==> src/rtl/dmacr_pkg.sv <==
package dmacr_pkg;

    localparam int unsigned DATA_W = 32;
    localparam int unsigned NUM_W  = 10;
    localparam int unsigned SIZE_W = 8;
    localparam int unsigned MAX_CH = 32;
    localparam int unsigned SLOT_W = 5;

    localparam logic [NUM_W-1:0] RN_CFG        = 10'h180;
    localparam logic [NUM_W-1:0] RN_ERR        = 10'h181;
    localparam logic [NUM_W-1:0] RN_IEN        = 10'h182;
    localparam logic [NUM_W-1:0] RN_TXACT_SET  = 10'h184;
    localparam logic [NUM_W-1:0] RN_TXACT_CLR  = 10'h185;
    localparam logic [NUM_W-1:0] RN_TXEOB      = 10'h186;
    localparam logic [NUM_W-1:0] RN_TXDERR     = 10'h187;
    localparam logic [NUM_W-1:0] RN_RXACT_SET  = 10'h190;
    localparam logic [NUM_W-1:0] RN_RXACT_CLR  = 10'h191;
    localparam logic [NUM_W-1:0] RN_RXEOB      = 10'h192;
    localparam logic [NUM_W-1:0] RN_RXDERR     = 10'h193;
    localparam logic [NUM_W-1:0] WIN_TXPTR     = 10'h1A0;
    localparam logic [NUM_W-1:0] WIN_RXPTR     = 10'h1C0;
    localparam logic [NUM_W-1:0] WIN_RXSIZE    = 10'h1E0;

    localparam logic [DATA_W-1:0] CFG_RESET = 32'h0007_C000;
    localparam logic [DATA_W-1:0] CFG_WMASK = 32'h00FF_C087;
    localparam int unsigned       SOFT_RST_BIT = 31;

    typedef enum logic [3:0] {
        SEL_NONE,
        SEL_CFG,
        SEL_ERR,
        SEL_IEN,
        SEL_TXACT_SET,
        SEL_TXACT_CLR,
        SEL_TXEOB,
        SEL_TXDERR,
        SEL_RXACT_SET,
        SEL_RXACT_CLR,
        SEL_RXEOB,
        SEL_RXDERR,
        SEL_TXPTR,
        SEL_RXPTR,
        SEL_RXSIZE
    } reg_sel_e;

    typedef struct packed {
        reg_sel_e           sel;
        logic [SLOT_W-1:0]  slot;
    } decode_t;

    typedef struct packed {
        logic [DATA_W-1:0] cfg;
        logic [DATA_W-1:0] err;
        logic [DATA_W-1:0] ien;
        logic [DATA_W-1:0] txact;
        logic [DATA_W-1:0] rxact;
        logic [DATA_W-1:0] txeob;
        logic [DATA_W-1:0] rxeob;
        logic [DATA_W-1:0] txderr;
        logic [DATA_W-1:0] rxderr;
    } ctrl_state_t;

    function automatic logic [DATA_W-1:0] low_ones(input int unsigned n);
        logic [63:0] wide;
        wide = (64'd1 << n) - 64'd1;
        return wide[DATA_W-1:0];
    endfunction

endpackage

==> src/rtl/dmacr_decode.sv <==
module dmacr_decode
    import dmacr_pkg::*;
#(
    parameter int unsigned TX_CH = 4,
    parameter int unsigned RX_CH = 2
) (
    input  logic [NUM_W-1:0] reg_num,
    output decode_t          dec
);

    localparam logic [SLOT_W:0] TX_LIM = (SLOT_W+1)'(TX_CH);
    localparam logic [SLOT_W:0] RX_LIM = (SLOT_W+1)'(RX_CH);
    localparam int unsigned     WSEL_W = NUM_W - SLOT_W;

    logic [WSEL_W-1:0] win_id;
    logic [SLOT_W:0]   offs;
    logic              tx_in_range;
    logic              rx_in_range;

    always_comb begin
        win_id      = reg_num[NUM_W-1:SLOT_W];
        offs        = {1'b0, reg_num[SLOT_W-1:0]};
        tx_in_range = offs < TX_LIM;
        rx_in_range = offs < RX_LIM;

        dec.sel  = SEL_NONE;
        dec.slot = reg_num[SLOT_W-1:0];

        unique case (reg_num)
            RN_CFG:       dec.sel = SEL_CFG;
            RN_ERR:       dec.sel = SEL_ERR;
            RN_IEN:       dec.sel = SEL_IEN;
            RN_TXACT_SET: dec.sel = SEL_TXACT_SET;
            RN_TXACT_CLR: dec.sel = SEL_TXACT_CLR;
            RN_TXEOB:     dec.sel = SEL_TXEOB;
            RN_TXDERR:    dec.sel = SEL_TXDERR;
            RN_RXACT_SET: dec.sel = SEL_RXACT_SET;
            RN_RXACT_CLR: dec.sel = SEL_RXACT_CLR;
            RN_RXEOB:     dec.sel = SEL_RXEOB;
            RN_RXDERR:    dec.sel = SEL_RXDERR;
            default: begin
                if (win_id == WIN_TXPTR[NUM_W-1:SLOT_W] && tx_in_range) begin
                    dec.sel = SEL_TXPTR;
                end else if (win_id == WIN_RXPTR[NUM_W-1:SLOT_W] && rx_in_range) begin
                    dec.sel = SEL_RXPTR;
                end else if (win_id == WIN_RXSIZE[NUM_W-1:SLOT_W] && rx_in_range) begin
                    dec.sel = SEL_RXSIZE;
                end
            end
        endcase
    end

endmodule

==> src/rtl/dmacr_ctrl_regs.sv <==
module dmacr_ctrl_regs
    import dmacr_pkg::*;
#(
    parameter int unsigned TX_CH = 4,
    parameter int unsigned RX_CH = 2
) (
    input  logic              clk,
    input  logic              rst_n,
    input  logic              wr_en,
    input  reg_sel_e          sel,
    input  logic [DATA_W-1:0] wdata,
    input  logic [TX_CH-1:0]  tx_eob_set,
    input  logic [RX_CH-1:0]  rx_eob_set,
    input  logic [TX_CH-1:0]  tx_derr_set,
    input  logic [RX_CH-1:0]  rx_derr_set,
    input  logic [DATA_W-1:0] err_set,
    output ctrl_state_t       state
);

    localparam logic [DATA_W-1:0] TX_MASK = low_ones(TX_CH);
    localparam logic [DATA_W-1:0] RX_MASK = low_ones(RX_CH);

    ctrl_state_t state_d;
    ctrl_state_t state_q;

    logic              soft_rst;
    logic [DATA_W-1:0] tx_eob_ext;
    logic [DATA_W-1:0] rx_eob_ext;
    logic [DATA_W-1:0] tx_derr_ext;
    logic [DATA_W-1:0] rx_derr_ext;
    logic [DATA_W-1:0] clr_err;
    logic [DATA_W-1:0] clr_txeob;
    logic [DATA_W-1:0] clr_rxeob;
    logic [DATA_W-1:0] clr_txderr;
    logic [DATA_W-1:0] clr_rxderr;
    logic [DATA_W-1:0] clr_txact;
    logic [DATA_W-1:0] clr_rxact;
    logic [DATA_W-1:0] set_txact;
    logic [DATA_W-1:0] set_rxact;

    // Widen per-channel event vectors to register width.
    always_comb begin
        tx_eob_ext  = '0;
        rx_eob_ext  = '0;
        tx_derr_ext = '0;
        rx_derr_ext = '0;
        tx_eob_ext[TX_CH-1:0]  = tx_eob_set;
        rx_eob_ext[RX_CH-1:0]  = rx_eob_set;
        tx_derr_ext[TX_CH-1:0] = tx_derr_set;
        rx_derr_ext[RX_CH-1:0] = rx_derr_set;
    end

    // Per-register clear and set masks from the bus write.
    always_comb begin
        clr_err    = (wr_en && sel == SEL_ERR)       ? wdata : '0;
        clr_txeob  = (wr_en && sel == SEL_TXEOB)     ? wdata : '0;
        clr_rxeob  = (wr_en && sel == SEL_RXEOB)     ? wdata : '0;
        clr_txderr = (wr_en && sel == SEL_TXDERR)    ? wdata : '0;
        clr_rxderr = (wr_en && sel == SEL_RXDERR)    ? wdata : '0;
        clr_txact  = (wr_en && sel == SEL_TXACT_CLR) ? wdata : '0;
        clr_rxact  = (wr_en && sel == SEL_RXACT_CLR) ? wdata : '0;
        set_txact  = (wr_en && sel == SEL_TXACT_SET) ? (wdata & TX_MASK) : '0;
        set_rxact  = (wr_en && sel == SEL_RXACT_SET) ? (wdata & RX_MASK) : '0;
        soft_rst   = wr_en && sel == SEL_CFG && wdata[SOFT_RST_BIT];
    end

    always_comb begin
        state_d = state_q;

        // Write-one-to-clear, with a same-cycle event taking priority.
        state_d.err    = (state_q.err    & ~clr_err)    | err_set;
        state_d.txeob  = (state_q.txeob  & ~clr_txeob)  | tx_eob_ext;
        state_d.rxeob  = (state_q.rxeob  & ~clr_rxeob)  | rx_eob_ext;
        state_d.txderr = (state_q.txderr & ~clr_txderr) | tx_derr_ext;
        state_d.rxderr = (state_q.rxderr & ~clr_rxderr) | rx_derr_ext;

        state_d.txact  = (state_q.txact & ~clr_txact) | set_txact;
        state_d.rxact  = (state_q.rxact & ~clr_rxact) | set_rxact;

        if (wr_en && sel == SEL_IEN) begin
            state_d.ien = wdata;
        end

        if (soft_rst) begin
            state_d.err    = '0;
            state_d.ien    = '0;
            state_d.txact  = '0;
            state_d.rxact  = '0;
            state_d.txeob  = '0;
            state_d.rxeob  = '0;
            state_d.txderr = '0;
            state_d.rxderr = '0;
        end

        if (wr_en && sel == SEL_CFG) begin
            state_d.cfg = wdata & CFG_WMASK;
        end
    end

    always_ff @(posedge clk or negedge rst_n) begin
        if (!rst_n) begin
            state_q        <= '0;
            state_q.cfg    <= CFG_RESET;
        end else begin
            state_q <= state_d;
        end
    end

    assign state = state_q;

    AST_CFG_LOAD: assert property (@(posedge clk) disable iff (!rst_n)
        (wr_en && sel == SEL_CFG) |=> (state_q.cfg == ($past(wdata) & CFG_WMASK)));

    AST_SOFT_CLEARS_IEN: assert property (@(posedge clk) disable iff (!rst_n)
        (wr_en && sel == SEL_CFG && wdata[SOFT_RST_BIT]) |=> (state_q.ien == '0 && state_q.txeob == '0));

    AST_DERR_W1C: assert property (@(posedge clk) disable iff (!rst_n)
        (wr_en && sel == SEL_TXDERR && tx_derr_set == '0)
            |=> ((state_q.txderr & $past(wdata)) == '0));

    AST_ACT_BOUND: assert property (@(posedge clk) disable iff (!rst_n)
        (wr_en && sel == SEL_RXACT_SET) |=> ((state_q.rxact & ~RX_MASK) == '0));

    AST_EOB_CAPTURE: assert property (@(posedge clk) disable iff (!rst_n)
        (tx_eob_set != '0 && !soft_rst)
            |=> ((state_q.txeob[TX_CH-1:0] & $past(tx_eob_set)) == $past(tx_eob_set)));

endmodule

==> src/rtl/dmacr_chan_table.sv <==
module dmacr_chan_table
    import dmacr_pkg::*;
#(
    parameter int unsigned N_SLOT = 4,
    parameter int unsigned WIDTH  = 32
) (
    input  logic              clk,
    input  logic              rst_n,
    input  logic              wr_en,
    input  logic [SLOT_W-1:0] slot,
    input  logic [WIDTH-1:0]  wdata,
    output logic [WIDTH-1:0]  rdata
);

    logic [WIDTH-1:0] slot_d [N_SLOT];
    logic [WIDTH-1:0] slot_q [N_SLOT];

    for (genvar g = 0; g < N_SLOT; g++) begin : g_slot
        localparam logic [SLOT_W-1:0] IDX = SLOT_W'(g);

        always_comb begin
            slot_d[g] = slot_q[g];
            if (wr_en && slot == IDX) begin
                slot_d[g] = wdata;
            end
        end

        // Table contents carry no reset value.
        always_ff @(posedge clk) begin
            slot_q[g] <= slot_d[g];
        end

        AST_SLOT_STORE: assert property (@(posedge clk) disable iff (!rst_n)
            (wr_en && slot == IDX) |=> (slot_q[g] == $past(wdata)));
    end

    always_comb begin
        rdata = '0;
        for (int i = 0; i < N_SLOT; i++) begin
            if (slot == SLOT_W'(i)) begin
                rdata = slot_q[i];
            end
        end
    end

endmodule

==> src/rtl/dmacr_bank.sv <==
module dmacr_bank
    import dmacr_pkg::*;
#(
    parameter int unsigned TX_CH = 4,
    parameter int unsigned RX_CH = 2
) (
    input  logic              clk,
    input  logic              rst_n,
    input  logic [9:0]        reg_num,
    input  logic              wr_en,
    input  logic              rd_en,
    input  logic [31:0]       wdata,
    output logic [31:0]       rdata,
    input  logic [TX_CH-1:0]  tx_eob_set,
    input  logic [RX_CH-1:0]  rx_eob_set,
    input  logic [TX_CH-1:0]  tx_derr_set,
    input  logic [RX_CH-1:0]  rx_derr_set,
    input  logic [31:0]       err_set
);

    initial begin
        if (TX_CH < 1 || TX_CH > MAX_CH || RX_CH < 1 || RX_CH > MAX_CH) begin
            $error("channel counts must lie in 1..32");
        end
    end

    decode_t           dec;
    ctrl_state_t       ctrl;
    logic [DATA_W-1:0] txptr_rd;
    logic [DATA_W-1:0] rxptr_rd;
    logic [SIZE_W-1:0] rxsize_rd;
    logic [DATA_W-1:0] rd_value;
    logic [DATA_W-1:0] rdata_d;
    logic [DATA_W-1:0] rdata_q;

    dmacr_decode #(
        .TX_CH (TX_CH),
        .RX_CH (RX_CH)
    ) i_decode (
        .reg_num (reg_num),
        .dec     (dec)
    );

    dmacr_ctrl_regs #(
        .TX_CH (TX_CH),
        .RX_CH (RX_CH)
    ) i_ctrl (
        .clk         (clk),
        .rst_n       (rst_n),
        .wr_en       (wr_en),
        .sel         (dec.sel),
        .wdata       (wdata),
        .tx_eob_set  (tx_eob_set),
        .rx_eob_set  (rx_eob_set),
        .tx_derr_set (tx_derr_set),
        .rx_derr_set (rx_derr_set),
        .err_set     (err_set),
        .state       (ctrl)
    );

    dmacr_chan_table #(
        .N_SLOT (TX_CH),
        .WIDTH  (DATA_W)
    ) i_txptr (
        .clk   (clk),
        .rst_n (rst_n),
        .wr_en (wr_en && dec.sel == SEL_TXPTR),
        .slot  (dec.slot),
        .wdata (wdata),
        .rdata (txptr_rd)
    );

    dmacr_chan_table #(
        .N_SLOT (RX_CH),
        .WIDTH  (DATA_W)
    ) i_rxptr (
        .clk   (clk),
        .rst_n (rst_n),
        .wr_en (wr_en && dec.sel == SEL_RXPTR),
        .slot  (dec.slot),
        .wdata (wdata),
        .rdata (rxptr_rd)
    );

    dmacr_chan_table #(
        .N_SLOT (RX_CH),
        .WIDTH  (SIZE_W)
    ) i_rxsize (
        .clk   (clk),
        .rst_n (rst_n),
        .wr_en (wr_en && dec.sel == SEL_RXSIZE),
        .slot  (dec.slot),
        .wdata (wdata[SIZE_W-1:0]),
        .rdata (rxsize_rd)
    );

    always_comb begin
        rd_value = '0;
        unique case (dec.sel)
            SEL_CFG:       rd_value = ctrl.cfg;
            SEL_ERR:       rd_value = ctrl.err;
            SEL_IEN:       rd_value = ctrl.ien;
            SEL_TXACT_SET,
            SEL_TXACT_CLR: rd_value = ctrl.txact;
            SEL_TXEOB:     rd_value = ctrl.txeob;
            SEL_TXDERR:    rd_value = ctrl.txderr;
            SEL_RXACT_SET,
            SEL_RXACT_CLR: rd_value = ctrl.rxact;
            SEL_RXEOB:     rd_value = ctrl.rxeob;
            SEL_RXDERR:    rd_value = ctrl.rxderr;
            SEL_TXPTR:     rd_value = txptr_rd;
            SEL_RXPTR:     rd_value = rxptr_rd;
            SEL_RXSIZE:    rd_value = {{(DATA_W-SIZE_W){1'b0}}, rxsize_rd};
            default:       rd_value = '0;
        endcase
    end

    always_comb begin
        rdata_d = rdata_q;
        if (rd_en) begin
            rdata_d = rd_value;
        end
    end

    always_ff @(posedge clk or negedge rst_n) begin
        if (!rst_n) begin
            rdata_q <= '0;
        end else begin
            rdata_q <= rdata_d;
        end
    end

    assign rdata = rdata_q;

    AST_RDATA_HOLD: assert property (@(posedge clk) disable iff (!rst_n)
        !rd_en |=> $stable(rdata));

    AST_UNMAPPED_ZERO: assert property (@(posedge clk) disable iff (!rst_n)
        (rd_en && dec.sel == SEL_NONE) |=> (rdata == '0));

    AST_SIZE_UPPER: assert property (@(posedge clk) disable iff (!rst_n)
        (rd_en && dec.sel == SEL_RXSIZE) |=> (rdata[DATA_W-1:SIZE_W] == '0));

endmodule

==> config.mk <==
export PLATFORM = sky130hd
export DESIGN_NAME = dmacr_bank
export DESIGN_NICKNAME = d
export VERILOG_FILES = /design/src/rtl/dmacr_pkg.sv /design/src/rtl/dmacr_decode.sv /design/src/rtl/dmacr_ctrl_regs.sv /design/src/rtl/dmacr_chan_table.sv /design/src/rtl/dmacr_bank.sv
export SDC_FILE = /design/constraint.sdc
export NUM_CORES = 1
export LEC_CHECK = 0
export ABC_AREA = 1
export CAP_MARGIN = 15
export CORE_ASPECT_RATIO = 1.5
export CORE_MARGIN = 2
export CORE_UTILIZATION = 42
export CTS_CLUSTER_DIAMETER = 30
export DETAILED_ROUTE_END_ITERATION = 12
export GPL_TIMING_DRIVEN = 0
export RECOVER_POWER = 25
export SYNTH_ARGS = -nofsm -noshare
export SYNTH_HDL_FRONTEND = slang
export SYNTH_SLANG_ARGS = --single-unit
==> constraint.sdc <==
create_clock -name clk -period 1.5 [get_ports clk]
set_input_delay 0.225 -clock clk [delete_from_list [all_inputs] [get_ports clk]]
set_output_delay 0.225 -clock clk [all_outputs]
set_load 0.01 [all_outputs]
==> Word-level counts from Yosys, hierarchy flattened <==
Memories as Yosys holds them, arrays and structs flattened.
Index checks and enable logic that the tools add are counted.
{ "word_totals": {"ff_bits": 302, "ram_bits": 208, "input_bits": 90, "out_inout_bits": 32, "wordCells": 129, "memories": 3} }
{ "memory_table": {"columns": ["name", "depth", "word_bits", "rd", "rd_ports_with_merged_regs", "wr", "line", "text"], "rows": [
  ["i_txptr.slot_q", 4, 32, 4, 0, 4, "dmacr_chan_table.sv:16", "logic [WIDTH-1:0] slot_q [N_SLOT];"],
  ["i_rxptr.slot_q", 2, 32, 2, 0, 2, "dmacr_chan_table.sv:16", null],
  ["i_rxsize.slot_q", 2, 8, 2, 0, 2, "dmacr_chan_table.sv:16", null]
]} }
{ "op_classes": {"n_lt_le_gt_ge": 2, "n_eq_ne": 31, "muxes": 32, "n_bitwise": 21, "n_reduce_logical": 30} }
{ "op_table": {"columns": ["cell", "n"], "rows": [
  ["32-bit 2-to-1 mux", 20],
  ["32-bit case mux with 12 select lines", 1],
  ["256-bit 2-to-1 mux", 1],
  ["32-bit bitwise AND", 7],
  ["32-bit NOT", 7],
  ["10-bit by 9-bit equality test with 1-bit output (second input constant)", 11],
  ["32-bit bitwise OR", 3],
  ["32-bit by 2-bit bitwise OR with 32-bit output", 2],
  ["32-bit by 4-bit bitwise OR with 32-bit output", 2],
  ["4-bit case mux with 11 select lines", 1],
  ["8-bit 2-to-1 mux", 4],
  ["4-bit equality test (second input constant)", 7],
  ["1-bit logical AND", 26],
  ["4-bit by 3-bit equality test with 1-bit output (second input constant)", 4],
  ["4-bit 2-to-1 mux", 4],
  ["5-bit by 4-bit equality test with 1-bit output (second input constant)", 3],
  ["5-bit by 2-bit equality test with 1-bit output (second input constant)", 2],
  ["4-bit by 2-bit equality test with 1-bit output (second input constant)", 2],
  ["5-bit by 1-bit equality test with 1-bit output (second input constant)", 1],
  ["5-bit zero test", 1],
  ["5-bit by 2-bit < comparator with 1-bit output (second input constant)", 1],
  ["5-bit by 3-bit < comparator with 1-bit output (second input constant)", 1],
  ["4-bit by 1-bit equality test with 1-bit output (second input constant)", 1],
  ["2-bit OR reduction", 2],
  ["2 further kinds", 2]
]} }

==> Longest topological paths before layout <==
{ "depth": {"word_depth": 13, "ltp_mapped": 14, "ltp_nobuf": 12} }

==> By module <==
A second synthesis with hierarchy kept.
{ "unflattened": {"hier_cells": 2619, "hier_area_um2": 23623.9} }
{ "modules_own_cells": {"columns": ["module", "instances", "cells_per_inst", "area_each_um2", "seq_area_each_um2"], "rows": [
  ["dmacr_ctrl_regs", 1, 1053, 10186.0, 6762.7],
  ["dmacr_chan_table (i_txptr)", 1, 344, 5211.2, 3843.7],
  ["dmacr_bank", 1, 907, 4531.8, 800.8],
  ["dmacr_chan_table (i_rxptr)", 1, 189, 2632.5, 1921.8],
  ["dmacr_chan_table (i_rxsize)", 1, 51, 691.9, 480.5],
  ["dmacr_decode", 1, 75, 370.4, 0.0]
]} }

==> Worst setup path after synthesis <==
OpenSTA, ideal clock, no wires.
{ "synth_path": {"path_type": "in2reg", "startpoint": "input reg_num[3]", "endpoint": "memory i_txptr.slot_q[4][0], in the netlist i_txptr.slot_q[2][0] (enable)", "setup_time_ps": 461, "t_arrival_ps": 3401, "t_required_ps": 1039, "slack_ps": -2362, "path_stages": 7, "n_path_buf": 2, "path_cell_list": "nor2_4 -> buf_4 -> nand3_1 -> nor2_1 -> buf_2 -> nand2_1 -> nor3_1"} }
{ "synth_rtl": {"columns": ["element", "line", "text"], "rows": [
  ["from (decl)", "dmacr_bank.sv:9", "input logic [9:0] reg_num,"],
  ["to (decl)", "dmacr_chan_table.sv:16", null]
]} }

==> metrics.txt <==
Die Ht=286 µm; clk_lat worst skew=0.60 ns; DIE AREA=54800 µm²; Layout Cells excl Fill=3502; DP Worst Slack=-1.86 ns; register area share after synthesis=62.2%; CTS Buffer Depth=3; Post-Route WL=71700 µm; share of post-route cells with drive strength above 1=17.5%; cells taking the most area after synthesis=dfrtp_1 (33%), edfxtp_1 (28%), nand2_1 (11%); largest net degree at the start of global routing=121; Max Cap Viol=0; M1 GR Usage=30.8%; Static Leak=13.5 nW; GRT Overall Usage=26.3%; Power Dens Cells=1160 nW/µm²; min Tclk post-route=1.49 ns; Detail Route Antenna Nets=0; Cell variety after synth=30; CTS Buf Count=74; mean post-synth cell area=9.09 µm²; EDFF count, synth=208; CTS tree=built; CP Data Arrival Time=1.94 ns; clock-pin transition on the worst setup and hold timing paths=0.06 ns; M3 GR Usage=3.45%; status=finished with violations; Tot Pwr=33.9 mW; Synth Instances=2443; area leader, netlist=dfrtp_1; number of DRC markers in iteration 0=1331; #FFs+latches synth=510; die width=192 µm; share of flip-flops with an asynchronous set or reset=59.2%; # rows=103; GR peak layer=met2; synthesized area=22200 µm²; post-detail-place hpwl=50200 µm; Req. time, crit path=1.95 ns; Worst setup EP type=register; total global routing overflow=0; Initial Utilization=42.3%; Yosys top cell area share=33.5%; Ys Warns=0; antenna violations before repair=2; unrepaired setup endpoints after global routing=true; CP Launch Type=input port; Hold Fails Final Rpt=108; ys flop type=dfrtp_1; peak supply drop=1090 µV; first-pass GRT wire length=108000 µm; # IOs=122; Slew Limit Fails=0; Fmax=671 MHz; Residual DRC=0; fill count=4493; max_slew headroom=35.7%; Port Buffers=119; final worst slack=0.00953 ns; RePlAce Congestion=0.910; failing checks=hold timing; core area=52500 µm²; Least-Margin Pin Slew=0.965 ns; Net Count, Synth=2533; Crit Path Max Fanout=10; crit path kind=input port to register; htree depth=3; Tcrit/Tclk final=99.4%; Worst Skew=0.0178 ns; placed cells=3251; clk root buf=clkbuf_16; Final setup violation count=0; commonest cells after routing, fill and taps aside=nand2_1 (612), nor2_1 (329), dfrtp_1 (295), inv_1 (227), edfxtp_1 (208); vias per cell=5.18; Hold Crit Class=input port to async pin; cell area after layout=29200 µm²; Syn-to-layout area delta=31.5%; post-placement cell area=24600 µm²; Layout Nets=2847; clock sink count=510; Fin Hold WS=-0.409 ns; DR pass1 iterations=6; Via Count=18147; commonest non-fill, non-tap cell in the layout=nand2_1; met2 layer usage reported by global route=46.1%; vias in the first global route=18693; WL per Instance=20.5 µm
==> final timing paths <==
check | endpoint | slack (ns) | startpoint | depth (start not counted)
hold reg to reg | i_ctrl.state[274] | 0.47 | i_ctrl.state[274] | 2
setup / recovery | i_ctrl.state[93] | 0.01 | reg_num[1] | 10
hold / removal | i_ctrl.state[187] | -0.41 | rst_n | 1
setup reg to reg | rdata[3] | 0.08 | i_txptr.slot_q[0][3] | 10
max in group asynchronous | i_ctrl.state[132] | 0.44 | rst_n | 3
min in group clk | rdata[31] | 0.05 | rd_en | 3
==> report_power, final <==
| group | internal (mW) | switching [mW] | leakage (nW) |
|---|---|---|---|
| sequential | 14.6 | 0.0284 | 5.57 |
| combinational | 0.410 | 0.890 | 6.71 |
| clock | 11.1 | 6.87 | 1.25 |
| total | 26.1 | 7.79 | 13.5 |
==> worst max-delay path, cell delays in order <==
cell and delay [ns]:
clkbuf_4 0.19, inv_4 0.08, nor2_4 0.17, nand2_2 0.14, nor3_4 0.35, inv_4 0.15
nor2_8 0.18, buf_12 0.14, clkbuf_4 0.20, a211oi_1 0.10
==> through the flow <==
step	hold slack, ns	utilization [%]	setup TNS, ns
2_1_floorplan	-0.0706	-	-133.28
3_3_place_gp	0.463	46.6	-4671.40
3_5_place_dp	0.348	46.9	-760.43
4_1_cts	-0.272	54.6	0
5_1_grt	-0.343	55.7	-0.868
6_report	-0.409	55.7	0
==> cell usage after synthesis, drive strengths merged (3+ instances only) <==
cell,number
a211oi,51
nor2,373
buf,69
dfrtp,297
nor3,8
nand3,134
o31ai,3
o21ai,231
clkbuf,54
nand4,13
nand2,633
o22ai,25
a21oi,91
edfxtp,208
dfstp,5
inv,245
==> cells by family after synthesis <==
logic type,synth area share [%]
and+or+nand+nor,21.0
DFF,62.2
AOI/OAI and AO/OA,9.79
buffers and inverters,7.03
==> state kept, by name (all words and copies together), names as in the netlist <==
register and count:
i_txptr.slot_q 128, rdata 32, i_rxptr.slot_q 64, i_rxsize.slot_q 16, i_ctrl.state 270
==> cell type report <==
| cell class | count | area (µm²) | area share [%] |
|---|---|---|---|
| tap | 682 | 853 | 2.92 |
| multi-input combinational | 1565 | 7350 | 25.2 |
| antenna | 2 | 5.00 | 0.0171 |
| buffer | 122 | 1020 | 3.49 |
| timing repair buffer | 237 | 2600 | 8.90 |
| clock buffer | 92 | 2070 | 7.07 |
| sequential | 510 | 13800 | 47.3 |
| clock inverter | 45 | 515 | 1.77 |
| inverter | 247 | 978 | 3.35 |
==> layer usage <==
metal	up-vias	part of all wire, %	wire (µm)
li1	8575	-	-
met1	8660	37	26500
met2	698	52	36900
met3	214	5.9	4210
met4	0	5.6	4040
met5	-	0	0
==> timing repair <==
item,in CTS,in global routing
gates resized for setup,280,148
setup buffers,75,25
endpoints found under the hold margin,108,108
endpoints found under the setup margin,542,469
pin swaps,31,35
cloned,10,4
Power figures use the tool's default switching activity.
